--- src/rtl/mmt_pkg.sv ---
package mmt_pkg;

    typedef enum logic [0:0] {
        ST_IDLE  = 1'b0,
        ST_DRAIN = 1'b1
    } drain_state_e;

endpackage

--- src/rtl/mmt_match.sv ---
module mmt_match #(
    parameter int N      = 4,
    parameter int ADDR_W = 16,
    localparam int IW    = (N > 1) ? $clog2(N) : 1
) (
    input  logic                       clk,
    input  logic                       rst_n,
    input  logic [N-1:0]               live,
    input  logic [N-1:0][ADDR_W-1:0]   tags,
    input  logic [ADDR_W-1:0]          key,
    output logic                       hit,
    output logic [IW-1:0]              hit_idx
);

    logic [N-1:0] eq_vec;

    genvar g;
    generate
        for (g = 0; g < N; g++) begin : g_cmp
            assign eq_vec[g] = live[g] && (tags[g] == key);
        end
    endgenerate

    always_comb begin
        hit_idx = '0;
        for (int i = N - 1; i >= 0; i--) begin
            if (eq_vec[i]) hit_idx = IW'(i);
        end
    end

    assign hit = |eq_vec;

    AST_SINGLE_MATCH: assert property (@(posedge clk) disable iff (!rst_n)
        $onehot0(eq_vec));

endmodule

--- src/rtl/mmt_entry.sv ---
module mmt_entry #(
    parameter int SLOTS  = 3,
    parameter int ID_W   = 8,
    parameter int ADDR_W = 16,
    localparam int PW    = (SLOTS > 1) ? $clog2(SLOTS) : 1,
    localparam int CW    = $clog2(SLOTS + 1)
) (
    input  logic              clk,
    input  logic              rst_n,
    input  logic              alloc,
    input  logic [ADDR_W-1:0] alloc_addr,
    input  logic              push,
    input  logic [ID_W-1:0]   push_id,
    input  logic              push_atomic,
    input  logic              pop,
    output logic              valid,
    output logic [ADDR_W-1:0] addr,
    output logic [CW-1:0]     count,
    output logic [ID_W-1:0]   head_id,
    output logic              atomic
);

    logic [ID_W-1:0] slot_q [SLOTS];
    logic [PW-1:0]   wr_ptr;
    logic [PW-1:0]   rd_ptr;
    logic            release_now;

    function automatic logic [PW-1:0] ptr_inc(input logic [PW-1:0] p);
        return (p == PW'(SLOTS - 1)) ? '0 : p + PW'(1);
    endfunction

    assign release_now = pop && (count == CW'(1)) && !push;

    always_ff @(posedge clk) begin
        if (push) slot_q[wr_ptr] <= push_id;
    end

    always_ff @(posedge clk) begin
        if (!rst_n) begin
            valid  <= 1'b0;
            addr   <= '0;
            count  <= '0;
            wr_ptr <= '0;
            rd_ptr <= '0;
            atomic <= 1'b0;
        end else begin
            if (alloc) begin
                valid <= 1'b1;
                addr  <= alloc_addr;
            end else if (release_now) begin
                valid <= 1'b0;
            end
            if (push) wr_ptr <= ptr_inc(wr_ptr);
            if (pop)  rd_ptr <= ptr_inc(rd_ptr);
            unique case ({push, pop})
                2'b10:   count <= count + CW'(1);
                2'b01:   count <= count - CW'(1);
                default: count <= count;
            endcase
            if (alloc)                    atomic <= push_atomic;
            else if (push && push_atomic) atomic <= 1'b1;
            else if (release_now)         atomic <= 1'b0;
        end
    end

    assign head_id = slot_q[rd_ptr];

    AST_COUNT_BOUND: assert property (@(posedge clk) disable iff (!rst_n)
        count <= CW'(SLOTS));
    AST_NO_OVERFLOW: assert property (@(posedge clk) disable iff (!rst_n)
        (push && !pop) |-> (count < CW'(SLOTS)));
    AST_FREE_ON_LAST: assert property (@(posedge clk) disable iff (!rst_n)
        release_now |=> !valid);
    AST_POP_NONEMPTY: assert property (@(posedge clk) disable iff (!rst_n)
        pop |-> (valid && count != '0));

endmodule

--- src/rtl/mmt_drain_fsm.sv ---
module mmt_drain_fsm
    import mmt_pkg::*;
#(
    parameter int N  = 4,
    localparam int IW = (N > 1) ? $clog2(N) : 1
) (
    input  logic          clk,
    input  logic          rst_n,
    input  logic          fill_en,
    input  logic          fill_hit,
    input  logic [IW-1:0] fill_idx,
    input  logic          pop_req,
    input  logic          head_last,
    output logic          busy,
    output logic          pop_fire,
    output logic [IW-1:0] head_idx
);

    drain_state_e state_q, state_d;
    logic [IW-1:0] head_d;

    always_comb begin
        state_d = state_q;
        head_d  = head_idx;
        unique case (state_q)
            ST_IDLE: begin
                if (fill_en && fill_hit) begin   // FILL_ACCEPT
                    state_d = ST_DRAIN;
                    head_d  = fill_idx;
                end
            end
            ST_DRAIN: begin
                if (pop_req && head_last) begin  // DRAIN_DONE
                    state_d = ST_IDLE;
                end                              // else DRAIN_MORE
            end
            default: state_d = ST_IDLE;
        endcase
    end

    always_ff @(posedge clk) begin
        if (!rst_n) begin
            state_q  <= ST_IDLE;
            head_idx <= '0;
        end else begin
            state_q  <= state_d;
            head_idx <= head_d;
        end
    end

    always_comb begin
        busy     = 1'b0;
        pop_fire = 1'b0;
        unique case (state_q)
            ST_IDLE:  ;
            ST_DRAIN: begin
                busy     = 1'b1;
                pop_fire = pop_req;
            end
            default: ;
        endcase
    end

    AST_FILL_KNOWN: assert property (@(posedge clk) disable iff (!rst_n)
        (fill_en && state_q == ST_IDLE) |-> fill_hit);
    AST_DRAIN_EXIT: assert property (@(posedge clk) disable iff (!rst_n)
        (state_q == ST_DRAIN && pop_req && head_last) |=> state_q == ST_IDLE);
    AST_BUSY_FILL_IGNORED: assert property (@(posedge clk) disable iff (!rst_n)
        (state_q == ST_DRAIN && !(pop_req && head_last)) |=> $stable(head_idx));

endmodule

--- src/rtl/miss_merge_table.sv ---
module miss_merge_table #(
    parameter int NUM_ENTRIES = 4,
    parameter int MERGE_SLOTS = 3,
    parameter int ADDR_W      = 16,
    parameter int ID_W        = 8,
    localparam int IW         = (NUM_ENTRIES > 1) ? $clog2(NUM_ENTRIES) : 1,
    localparam int CW         = $clog2(MERGE_SLOTS + 1)
) (
    input  logic              clk,
    input  logic              rst_n,
    input  logic [ADDR_W-1:0] req_addr,
    output logic              req_hit,
    output logic              req_full,
    input  logic              add_en,
    input  logic [ID_W-1:0]   add_id,
    input  logic              add_atomic,
    input  logic              fill_en,
    input  logic [ADDR_W-1:0] fill_addr,
    output logic              fill_atomic,
    output logic              drain_ready,
    output logic [ID_W-1:0]   drain_id,
    input  logic              drain_en
);

    logic [NUM_ENTRIES-1:0]             live_vec;
    logic [NUM_ENTRIES-1:0][ADDR_W-1:0] tag_vec;
    logic [NUM_ENTRIES-1:0][CW-1:0]     cnt_vec;
    logic [NUM_ENTRIES-1:0][ID_W-1:0]   head_vec;
    logic [NUM_ENTRIES-1:0]             atom_vec;
    logic [NUM_ENTRIES-1:0]             alloc_vec;
    logic [NUM_ENTRIES-1:0]             push_vec;
    logic [NUM_ENTRIES-1:0]             pop_vec;

    logic [IW-1:0] req_idx, fill_idx, free_idx, head_idx;
    logic          fill_hit, free_found, all_live;
    logic          pop_fire, head_last;

    mmt_match #(.N(NUM_ENTRIES), .ADDR_W(ADDR_W)) u_req_match (
        .clk(clk), .rst_n(rst_n), .live(live_vec), .tags(tag_vec),
        .key(req_addr), .hit(req_hit), .hit_idx(req_idx)
    );

    mmt_match #(.N(NUM_ENTRIES), .ADDR_W(ADDR_W)) u_fill_match (
        .clk(clk), .rst_n(rst_n), .live(live_vec), .tags(tag_vec),
        .key(fill_addr), .hit(fill_hit), .hit_idx(fill_idx)
    );

    always_comb begin
        free_idx   = '0;
        free_found = 1'b0;
        for (int i = NUM_ENTRIES - 1; i >= 0; i--) begin
            if (!live_vec[i]) begin
                free_idx   = IW'(i);
                free_found = 1'b1;
            end
        end
    end

    assign all_live    = &live_vec;
    assign req_full    = req_hit ? (cnt_vec[req_idx] == CW'(MERGE_SLOTS)) : all_live;
    assign fill_atomic = fill_hit && atom_vec[fill_idx];
    assign drain_id    = head_vec[head_idx];
    assign head_last   = (cnt_vec[head_idx] == CW'(1)) && !push_vec[head_idx];

    genvar g;
    generate
        for (g = 0; g < NUM_ENTRIES; g++) begin : g_ent
            assign alloc_vec[g] = add_en && !req_hit && free_found && (free_idx == IW'(g));
            assign push_vec[g]  = add_en && (req_hit ? (req_idx == IW'(g)) : alloc_vec[g]);
            assign pop_vec[g]   = pop_fire && (head_idx == IW'(g));

            mmt_entry #(.SLOTS(MERGE_SLOTS), .ID_W(ID_W), .ADDR_W(ADDR_W)) u_entry (
                .clk(clk), .rst_n(rst_n),
                .alloc(alloc_vec[g]), .alloc_addr(req_addr),
                .push(push_vec[g]), .push_id(add_id), .push_atomic(add_atomic),
                .pop(pop_vec[g]),
                .valid(live_vec[g]), .addr(tag_vec[g]), .count(cnt_vec[g]),
                .head_id(head_vec[g]), .atomic(atom_vec[g])
            );
        end
    endgenerate

    mmt_drain_fsm #(.N(NUM_ENTRIES)) u_fsm (
        .clk(clk), .rst_n(rst_n),
        .fill_en(fill_en), .fill_hit(fill_hit), .fill_idx(fill_idx),
        .pop_req(drain_en), .head_last(head_last),
        .busy(drain_ready), .pop_fire(pop_fire), .head_idx(head_idx)
    );

    AST_ADD_LEGAL: assert property (@(posedge clk) disable iff (!rst_n)
        add_en |-> !req_full);
    AST_READY_LIVE: assert property (@(posedge clk) disable iff (!rst_n)
        drain_ready |-> live_vec[head_idx]);
    AST_ALLOC_NEW: assert property (@(posedge clk) disable iff (!rst_n)
        (add_en && !req_hit) |=> req_hit || $past(req_addr) != req_addr);
    AST_ONE_ALLOC: assert property (@(posedge clk) disable iff (!rst_n)
        $onehot0(alloc_vec));

endmodule

--- config.mk ---
export PLATFORM = sky130hd
export DESIGN_NAME = miss_merge_table
export DESIGN_NICKNAME = d
export VERILOG_FILES = /design/src/rtl/mmt_pkg.sv /design/src/rtl/mmt_match.sv /design/src/rtl/mmt_entry.sv /design/src/rtl/mmt_drain_fsm.sv /design/src/rtl/miss_merge_table.sv
export SDC_FILE = /design/constraint.sdc
export NUM_CORES = 1
export LEC_CHECK = 0
export ABC_AREA = 1
export BUFFER_PORTS_ARGS = -buffer_cell sky130_fd_sc_hd__buf_2
export CAP_MARGIN = 20
export CORE_ASPECT_RATIO = 2
export CORE_UTILIZATION = 65
export CTS_BUF_LIST = sky130_fd_sc_hd__clkbuf_8
export CTS_CLUSTER_SIZE = 28
export DETAILED_ROUTE_END_ITERATION = 8
export GPL_TIMING_DRIVEN = 0
export PLACE_DENSITY = 0.88
export SYNTH_ARGS = -nofsm -noshare
export SYNTH_HDL_FRONTEND = slang
export SYNTH_SLANG_ARGS = --single-unit
export TNS_END_PERCENT = 1
--- constraint.sdc ---
create_clock -name clk -period 6.52 [get_ports clk]
set_input_delay 0.978 -clock clk [delete_from_list [all_inputs] [get_ports clk]]
set_output_delay 0.978 -clock clk [all_outputs]
set_load 0.01 [all_outputs]
* Yosys cells after proc, flatten, opt, wreduce, memory -nomap -nowiden
Memories as Yosys holds them, arrays and structs flattened. A register that Yosys moved wholly into a read port is not among the register bits.
Index checks and enable logic that the tools add are counted.
** Word-level totals
- Register bits :: 99
- Bits in writable memories :: 96
- Input bits :: 46
- Word-level logic and storage cells :: 232
- Memories kept :: 4
** Operators by class
- $add $sub $neg :: 16
- Magnitude comparators :: 3
- Equal/unequal tests :: 39
- Multiplexer cells :: 80
- Bitwise gates (word level) :: 1
- Reductions and logical operators :: 63
** Memories
- g_ent[0].u_entry.slot_q :: words 3, width 8, read ports 1, clocked after memory_dff 1, write ports 1, line mmt_entry.sv:23 : logic [ID_W-1:0] slot_q [SLOTS];
- g_ent[1].u_entry.slot_q :: words 3, width 8, read ports 1, clocked after memory_dff 1, write ports 1, line mmt_entry.sv:23
- g_ent[2].u_entry.slot_q :: words 3, width 8, read ports 1, clocked after memory_dff 1, write ports 1, line mmt_entry.sv:23
- g_ent[3].u_entry.slot_q :: words 3, width 8, read ports 1, clocked after memory_dff 1, write ports 1, line mmt_entry.sv:23
** Operator list (number)
- 16-bit == test :: 8
- 2-bit 2-to-1 mux :: 30
- 1-bit 2-to-1 mux :: 39
- 2-bit == test (second input constant) :: 19
- 1-bit logical AND :: 38
- 2-bit by 1-bit adder with 2-bit output (second input constant) :: 12
- 2-bit by 1-bit == test with 1-bit output (second input constant) :: 12
- 8-bit binary-select mux with 2-bit select :: 1
- 2-bit one-hot mux with 2 select lines :: 4
- 2-bit nonzero test :: 8
- 3-bit nonzero test :: 4
- 2-bit by 3-bit less-than comparator with 1-bit output (second input constant) :: 3
- 2-bit binary-select mux with 2-bit select :: 2
- 8-bit 2-to-1 mux :: 1
- 4-bit OR reduction :: 2
- 2-bit by 1-bit subtractor with 2-bit output (second input constant) :: 4
- 1-bit zero test :: 6
- 2-bit zero test :: 3
- 1-bit binary-select mux with 2-bit select :: 2
- 4-bit AND reduction :: 1
- 1-bit one-hot mux with 2 select lines :: 1
- 2-bit AND reduction :: 1
- 1-bit inverter :: 1

* Depth between registers and ports, before layout
Gate-level depths: netlist (run 1).
- Depth in word-level cells :: 16
- Depth in mapped cells :: 18
- Gate-level depth less buffers :: 17

* Cells and area by module
Synthesis (run 1) repeated with hierarchy kept, for this count alone.
** Unflattened totals
- Cell total of the unflattened synthesis :: 1306
- Area total of the unflattened synthesis :: 10122.2 µm²
** Modules (own cells, without submodules)
- mmt_entry :: instances 4, cells each 178, area an instance 1853.0 µm², sequential area each 1241.2 µm²
- mmt_match :: instances 2, cells each 229, area an instance 1011.0 µm², sequential area each 0.0 µm²
- miss_merge_table :: instances 1, cells each 116, area an instance 541.8 µm², sequential area each 0.0 µm²
- mmt_drain_fsm :: instances 1, cells each 20, area an instance 146.4 µm², sequential area each 60.1 µm²

* Worst setup path before layout (run 1)
No wires, ideal clock.
- Path type :: input -> output
- Start point :: input port fill_addr[14]
- End point :: output port fill_atomic
- Arrival :: 2.262 ns
- Required time :: 5.542 ns
- Slack :: 3.280 ns
- Cell stages on the path :: 11
- Path buffers :: 1
- Cells stage by stage :: clkbuf_1 > nor2_1 > nor4_1 > nand4_1 > nor2_1 > nand3_1 > nand2_1 > nand2_1 > nand3_1 > nand3_1 > a21oi_1
** Between the ends
- Longest elaborated chain between the ends :: 9
- Elaborated cells on any way between the ends :: 16
- Classes of those cells :: eq/ne: 4; mux: 6; reduce/logical: 6
** RTL lines
- from (decl) :: line miss_merge_table.sv:18 : input logic [ADDR_W-1:0] fill_addr,
- 16-bit == test :: line mmt_match.sv:20 : assign eq_vec[g] = live[g] && (tags[g] == key);
- 1-bit logical AND :: line mmt_match.sv:20
- 2-bit 2-to-1 mux (4 in series) :: line mmt_match.sv:27 : if (eq_vec[i]) hit_idx = IW'(i);
- 1-bit binary-select mux with 2-bit select :: line miss_merge_table.sv:61 : assign fill_atomic = fill_hit && atom_vec[fill_idx];
- 1-bit 2-to-1 mux (implied by the code) :: line miss_merge_table.sv:61
- 1-bit logical AND * :: line miss_merge_table.sv:61
- to (decl) :: line miss_merge_table.sv:19 : output logic fill_atomic,
Every way passes the cells marked *; elsewhere a longest branch is shown, timed or not. The select of a mux whose other input is x is not followed.

* Worst setup path in the final report (run 1)
- Start point :: input port fill_addr[7]
- End point :: output port fill_atomic
The elaborated chain is that of the path after synthesis.

==> summary.md, run 1 <==
| Metric | Value |
|---|---|
| Status | `completed` |
| Worst Path Max Fanout | `5` |
| Final WL | `42700 um` |
| Final-report hold violation count | `0` |
| FMAX | `0.235 GHz` |
| Post-synth top area cell | `edfxtp_1` |
| DR WL met3 | `3600 um` |
| Setup violations, final | `0` |
| Initial antenna violation count | `1` |
| Cell with the most instances after synthesis | `nand2_1` |
| Vias | `10831` |
| Min Tclk post-route | `4.26 ns` |
| Row count | `67` |
| Reg2reg path depth | `11` |
| DRC viols | `0` |
| Fin Hold WS | `0.489 ns` |
| Worst r2r src | `g_ent[3].u_entry.valid` |
| Setup Skew | `0.0235 ns` |
| Grt ovf | `0` |
| Post-synthesis xor/xnor area fraction | `2.60%` |
| Worst setup EP type | `primary output` |
| Async set-or-reset flop fraction in the synthesized netlist | `0%` |
| Sequence of cells on the critical path | `buf_2, inv_1, nand2_1, nand4_1, nor3_1, nand4_1, nor3_1, nand2_1, nand2_1, nand2_1, nand2_1, nand3_1, a21oi_1, buf_2` |
| Max_cap viols | `0` |
| Most common library cells after synthesis | `nand2_1, inv_1, a21oi_1, nor2_1, dfxtp_1` |
| First-pass GRT wire length | `64600 um` |
| I/O Pins | `58` |
| Total global-route track usage | `50.8%` |
| R2r setup slk | `3.30 ns` |
| Critical path type | `in2out` |
| Die area | `17700 sq um` |
| Avg Cell Area, Syn | `7.85 sq um` |
| Yosys cell types | `51` |
| Hold path start | `g_ent[3].u_entry.addr[14]` |
| PostCTS Resize Cnt | `0` |
| RR Endpoint | `g_ent[2].u_entry.slot_q[0][4]` |
| Antenna-violating nets left | `0` |
| Max H-tree Level | `1` |
| Dominant cells by area after synthesis | `edfxtp_1, dfxtp_1, nand2_1` |
| Register area share after synthesis | `45.2%` |
| Die X-Extent | `94.5 um` |
| Hold depth | `2` |
| Critical path arrival | `3.29 ns` |
| Fin nets | `1543` |
| Wirelength per Cell | `24.9 um` |
| Number of DRC markers in iteration 0 | `1059` |
| RSZ-0062 raised after global routing | `false` |
| Largest family of logic cells by synthesized area | `simple AND/OR/NAND/NOR gates` |
| Syn_nets | `1471` |
| Starting density of the core | `66.4%` |
| CTS tree | `built` |
| Area delta synth->final | `10.1%` |
| DR top layer | `met4` |
| CTS sink count | `203` |
| Final worst-path cycle share | `65.4%` |
| Total setup buffers inserted after CTS | `0` |
| Top-area cell type share of the netlist area | `25.9%` |
| Mux contribution to synthesized area | `3.24%` |
| DR vias/cell | `6.30` |
| CP dominant cell by count | `nand2_1` |
| Clock buffer depth | `3` |
| Max-slew headroom | `26.5%` |
| Final TNS setup | `0 ns` |
| Slew Limit Fails | `0` |
| Root Driver | `clkbuf_8` |
| Largest net degree at the start of global routing | `14` |
| Delay-heaviest family, CP | `simple AND/OR/NAND/NOR gates` |
| Top FF cell, synth | `dfxtp_1` |
| Worst min path class | `reg2reg` |
| Cts bufs inserted | `28` |
| Die H | `187 um` |
| Setup crit start kind | `primary input` |
| Reg clk slew, reported paths | `0.08 ns` |
| VDD IR-drop max | `0.199 mV` |
| Pwr dens | `234 nW/um^2` |
| Hold-fix buffers at CTS | `0` |
| Share of layout cells above drive strength 1 | `14.5%` |
| Crit path buffers/inverters | `3` |
| DRT met1 WL | `12600 um` |
| PortBufs | `40` |
| Post-synthesis compound-gate area fraction | `14.3%` |
| Dpl hpwl | `31800 um` |
| Flops & latches, synth | `203` |
| Met2 routed wirelength | `20500 um` |
| Gpl congestion | `1.13` |
| Drt pass-1 iters | `7` |
| ANT cells | `0` |
| Vias in the first global route | `10735` |
| Slowest stage delay, CP | `0.31 ns` |
| Post-Synth Adder-Cell Area | `0.900%` |
| Pleak | `5.17 nW` |
| Number of synthesized flops with an enable pin | `96` |
| Syn Inst Count | `1417` |
| Synth warn | `0` |
| Crit-path slowest cell | `a21oi_1` |
| Clk_lat worst skew | `0.58 ns` |
| Core box area | `16800 sq um` |
| Post-synthesis simple-gate area fraction | `23.9%` |
| Cell area after synthesis | `11100 sq um` |
| Worst Path Required | `5.54 ns` |
| Worst slew pin tran | `1.09 ns` |
| Hold Path End | `g_ent[3].u_entry.addr[14]` |
| Fillcell total | `1321` |
-- tightest hold or removal path: stages, from the launching register on --
cell and delay [ns]:
dfxtp_1 0.34, inv_1 0.06, a21oi_1 0.05
-- through the flow --
| stage | cells | utilization [%] | worst slack [ns] | area, sq um | power [mW] |
|---|---|---|---|---|---|
| final | 1718 | 73.0 | 2.26 | 12200 | 2.86 |
| after global routing | 1718 | 73.0 | 2.00 | 12200 | 2.93 |
| after CTS | 1716 | 73.0 | 2.39 | 12200 | 2.82 |
| after detailed placement | 1664 | 69.1 | 2.44 | 11600 | 1.73 |
| after global placement | 1664 | 69.1 | 2.46 | 11600 | 1.72 |
| after floorplan | 1417 | - | 3.28 | 11100 | 1.60 |
-- placed cells by master, fill, tap and decap left out, types with 6 or more instances in the layout --
cell      synthesis  routed
a21oi_1         135     135
a21oi_2           6       6
buf_2             4      44
buf_4            11      11
buf_6            12      12
clkbuf_1         22      22
clkbuf_8          0      35
dfxtp_1         107     107
edfxtp_1         96      96
ha_1              8       8
inv_1           174     175
inv_2            26      26
mux2_2           32      32
nand2_1         326     326
nand2_2           6       6
nand2_4           6       6
nand3_1          42      42
nand3_2           8       8
nand4_1          42      42
nor2_1          119     119
nor3_1           18      18
nor4_1            8       8
o21ai_0          93      93
o21ai_1          25      25
o22ai_1           7       7
xnor2_1          18      18
xor2_1           15      15
-- worst max path at each step --
| stage | start | endpoint | slack [ns] | cells after the start |
|---|---|---|---|---|
| after floorplan | fill_addr[14] | fill_atomic | 3.28 | 11 |
| after global placement | fill_addr[7] | fill_atomic | 2.46 | 14 |
| after detailed placement | fill_addr[7] | fill_atomic | 2.44 | 14 |
| after CTS | fill_addr[7] | fill_atomic | 2.39 | 14 |
| after global routing | fill_addr[0] | fill_atomic | 2.00 | 11 |
| final | fill_addr[7] | fill_atomic | 2.26 | 14 |
-- report_power, final --
part           switching, mW  total [mW]  leakage [nW]  internal (mW)
logic                  0.238       0.337          3.11         0.0986
registers             0.0244        1.38          1.73           1.36
clock network          0.533        1.14         0.328          0.610
total                  0.796        2.86          5.17           2.07
-- flip-flops by register name, summed over array words and instances, names as in the netlist, named ones only --
signal,flops
g_ent.u_entry.slot_q,96
g_ent.u_entry.addr,64
g_ent.u_entry.count,8
g_ent.u_entry.rd_ptr,8
g_ent.u_entry.wr_ptr,8
g_ent.u_entry.atomic,4
g_ent.u_entry.valid,4
u_fsm.head_idx,2
u_fsm.state_q,1
-- cell type report --
cell class / instances / area [sq um] / share of cell area [%]
sequential: 203 / 5020 / 41.0
clock buffer: 35 / 482 / 3.93
multi-input combinational: 960 / 5000 / 40.8
inverter: 205 / 777 / 6.34
buffer: 49 / 320 / 2.62
timing repair buffer: 42 / 213 / 1.74
tap: 207 / 259 / 2.11
clock inverter: 17 / 169 / 1.38
-- routing by layer --
layer  up-vias  global-route usage [%]
li1       4859                       -
met1      4887                    47.9
met2       750                    80.5
met3       335                    15.8
met4         0                    55.2
met5         -                       0
-- kinds of logic (layout without fill, tap and decap cells) --
family / after synthesis / in the layout
AOI/OAI and AO/OA: 291 / 291
xor gates and xnor gates: 33 / 33
adders and majority gates: 8 / 8
buffers and inverters: 254 / 348
DFF: 203 / 203
muxes: 32 / 32
and+or+nand+nor: 596 / 596
No activity file was read; power rests on OpenSTA's default activity.
==> run 2, diff against run 1 <==
Settings changed: CORE_UTILIZATION 65 to 64, PLACE_DENSITY 0.88 to 0.87.
Clock period 6.52 ns to 4.4 ns, I/O delays scaled along.
==> run 2 against run 1 <==
  * The flow now stops in 5_1_grt
  * Synthesized cell count did not move
  * Area after synthesis did not move
==> summary.md, run 2 <==
| Metric | Value |
|---|---|
| Status | `aborted with a tool error` |
| Halt Stage | `5_1_grt` |
| Error that halted the flow | `[ERROR GRT-0116] Global routing finished with congestion. Check the congestion regions in the DRC Viewer.` |
| Hold-fix buffers at CTS | `0` |
| Largest net degree at the start of global routing | `14` |
| Total setup buffers inserted after CTS | `0` |
| Top-area cell type share of the netlist area | `25.9%` |
| Post-synth top area cell | `edfxtp_1` |
| Syn_nets | `1471` |
| Starting density of the core | `66.0%` |
| Die H | `188 um` |
| Max H-tree Level | `1` |
| PortBufs | `40` |
| Total global-route track usage | `63.0%` |
| Top FF cell, synth | `dfxtp_1` |
| Die X-Extent | `95.2 um` |
| Grt ovf | `156` |
| Yosys cell types | `51` |
| Cell area after synthesis | `11100 sq um` |
| Most common library cells after synthesis | `nand2_1, inv_1, a21oi_1, nor2_1, dfxtp_1` |
| Cts bufs inserted | `28` |
| Gpl congestion | `1.11` |
| First-pass GRT wire length | `82000 um` |
| Dpl hpwl | `35300 um` |
| Flops & latches, synth | `203` |
| Clock buffer depth | `3` |
| Row count | `67` |
| Synth warn | `0` |
| Cell with the most instances after synthesis | `nand2_1` |
| Root Driver | `clkbuf_8` |
| I/O Pins | `58` |
| CTS sink count | `203` |
| Number of synthesized flops with an enable pin | `96` |
| PostCTS Resize Cnt | `0` |
| Avg Cell Area, Syn | `7.85 sq um` |
| Syn Inst Count | `1417` |
| Register area share after synthesis | `45.2%` |
| Async set-or-reset flop fraction in the synthesized netlist | `0%` |
| Worst slack, placed | `0.781 ns` |
| Vias in the first global route | `12485` |
| Dominant cells by area after synthesis | `edfxtp_1, dfxtp_1, nand2_1` |
-- run 2: cell counts after synthesis --
No cell type changed its count.
-- run 2: cell families after synthesis --
logic type,share of synthesized area [%]
AO/OA/AOI/OAI,14.3
XOR/XNOR,2.60
adder cells (fa/ha/maj),0.900
buffers and inverters,9.86
flip-flops,45.2
multiplexers,3.24
AND/OR/NAND/NOR,23.9
-- run 2: routing by layer --
layer | GRT overflow | global-route usage, %
met3 | 2 | 34.6
met4 | 60 | 68.0
met2 | 92 | 88.9
met5 | 0 | 0
met1 | 2 | 60.2
-- run 2: metrics by stage --
step / std cells / hold slack [ns] / instance area (sq um)
4_1_cts: 1716 / 0.401 / 12200
3_5_place_dp: 1664 / 0.484 / 11600
3_3_place_gp: 1664 / 0.459 / 11600
2_1_floorplan: 1417 / 0.450 / 11100
==> run 3, diff against run 2 <==
Settings changed: CORE_ASPECT_RATIO 2 to default, CORE_UTILIZATION 64 to 40, CTS_BUF_LIST sky130_fd_sc_hd__clkbuf_8 to default, CTS_CLUSTER_SIZE 28 to default, PLACE_DENSITY 0.87 to default, PLACE_DENSITY_LB_ADDON from default to 0.15.
==> run 3 against run 2 <==
  * The flow now finishes without violations
==> summary.md, run 3 (synthesis results as in run 1) <==
| Metric | Value |
|---|---|
| Status | `completed` |
| First-pass GRT wire length | `58700 um` |
| Largest net degree at the start of global routing | `15` |
| Worst setup EP type | `primary output` |
| CTS sink count | `203` |
| Pleak | `5.22 nW` |
| CP dominant cell by count | `nand3_1` |
| Final worst-path cycle share | `79.3%` |
| Worst slew pin tran | `1.10 ns` |
| Max H-tree Level | `1` |
| Most common cell after layout, fill and taps aside | `nand2_1` |
| Area delta synth->final | `13.1%` |
| Met2 Track Usage GR | `48.1%` |
| Slowest stage delay, CP | `0.53 ns` |
| Drt pass-1 iters | `5` |
| Largest regs | `g_ent.u_entry.slot_q (96), g_ent.u_entry.addr (64)` |
| I/O Pins | `58` |
| Worst Path Max Fanout | `5` |
| Worst Path Required | `3.74 ns` |
| Placed Cells | `1831` |
| Gpl congestion | `0.983` |
| RSZ-0062 raised after global routing | `false` |
| Clk_lat worst skew | `0.53 ns` |
| Pwr dens | `357 nW/um^2` |
| Final WL | `39400 um` |
| DRC viols | `0` |
| Share of layout cells above drive strength 1 | `13.7%` |
| Clock buffer depth | `3` |
| FMAX | `0.287 GHz` |
| Vias | `10045` |
| Fin nets | `1539` |
| PostCTS Resize Cnt | `0` |
| Slew Limit Fails | `0` |
| Reg clk slew, reported paths | `0.05 ns` |
| Initial antenna violation count | `0` |
| Vias in the first global route | `9650` |
| Antenna-violating nets left | `0` |
| Max_cap viols | `0` |
| Sequence of cells on the critical path | `clkbuf_1, nor2_1, nor4_1, nand4_1, nor2_1, nand3_1, nand2_1, nand2_1, nand3_1, nand3_1, a21oi_1, buf_2` |
| Setup crit start kind | `primary input` |
| Die H | `169 um` |
| Core box area | `27100 sq um` |
| Dpl hpwl | `29600 um` |
| Hold-fix buffers at CTS | `0` |
| Finished Layout Cells | `1875` |
| Final TNS setup | `0 ns` |
| Critical path origin | `fill_addr[14]` |
| Crit-path slowest cell | `clkbuf_1` |
| Setup violations, final | `0` |
| Largest register FFs | `96` |
| Most frequent cells in the layout | `nand2_1, inv_1, a21oi_1` |
| GRT Max-Usage Layer | `met2` |
| Fin Hold WS | `0.420 ns` |
| Row count | `60` |
| Cts bufs inserted | `24` |
| Hold path start | `fill_en` |
| CTS tree | `built` |
| Grt met1 use | `35.3%` |
| Worst r2r src | `g_ent[2].u_entry.valid` |
| Starting density of the core | `41.0%` |
| Grt ovf | `0` |
| Final core occ | `46.4%` |
| VDD IR-drop max | `0.234 mV` |
| Worst min path class | `in2reg` |
| Total global-route track usage | `28.0%` |
| Critical path type | `in2out` |
| Min Tclk post-route | `3.49 ns` |
| PortBufs | `40` |
| Die area | `28500 sq um` |
| Number of DRC markers in iteration 0 | `875` |
| Largest reg by FF count | `g_ent.u_entry.slot_q` |
| Die X-Extent | `169 um` |
| ANT cells | `0` |
| Grt met3 use | `4.26%` |
| Wirelength per Cell | `21.0 um` |
| Total setup buffers inserted after CTS | `0` |
| Root Driver | `clkbuf_16` |
| Setup Skew | `0.00778 ns` |
| DR vias/cell | `5.36` |
| Final-report hold violation count | `0` |
| Critical path arrival | `2.83 ns` |
| Max-slew headroom | `26.1%` |
run 3: report_power, final:
part / switching, mW / internal [mW] / leakage, nW / total (mW)
Combinational: 0.339 / 0.146 / 3.11 / 0.485
Clock: 0.809 / 1.15 / 0.383 / 1.96
Sequential: 0.0344 / 2.01 / 1.73 / 2.05
Total: 1.18 / 3.31 / 5.22 / 4.49
run 3: critical path: cells and delay by family:
kind	cells	cell delay [ns]
AO/OA/AOI/OAI	1	0.16
buffers and inverters	2	0.68
AND/OR/NAND/NOR	9	1.32
run 3: worst paths after layout:
kind	end	slack [ns]	depth (start not counted)
min reg2reg	g_ent[2].u_entry.atomic	0.47	2
max	fill_atomic	0.91	12
max reg2reg	g_ent[2].u_entry.slot_q[0][6]	1.31	11
min	u_fsm.head_idx[1]	0.42	3
run 3: layer usage:
metal | share of wire, % | vias up
met5 | 0 | -
met4 | 4.0 | 0
met3 | 7.0 | 81
met2 | 48 | 344
met1 | 41 | 4784
li1 | - | 4836
run 3: through the flow:
step	worst slack, ns	cell area (sq um)	power, mW
after floorplan	1.71	11100	2.37
after global placement	0.685	11800	2.56
after detailed placement	0.861	11800	2.56
after CTS	0.986	12600	4.51
after global routing	0.768	12600	4.65
final	0.911	12600	4.49
run 3: final cells by class:
type | count | area (sq um)
clock inverter | 11 | 87.6
clock buffer | 33 | 686
tap | 372 | 465
sequential | 203 | 5020
buffer | 49 | 320
timing repair buffer | 42 | 215
fill | 2747 | 14500
inverter | 205 | 777
multi-input combinational | 960 | 5000
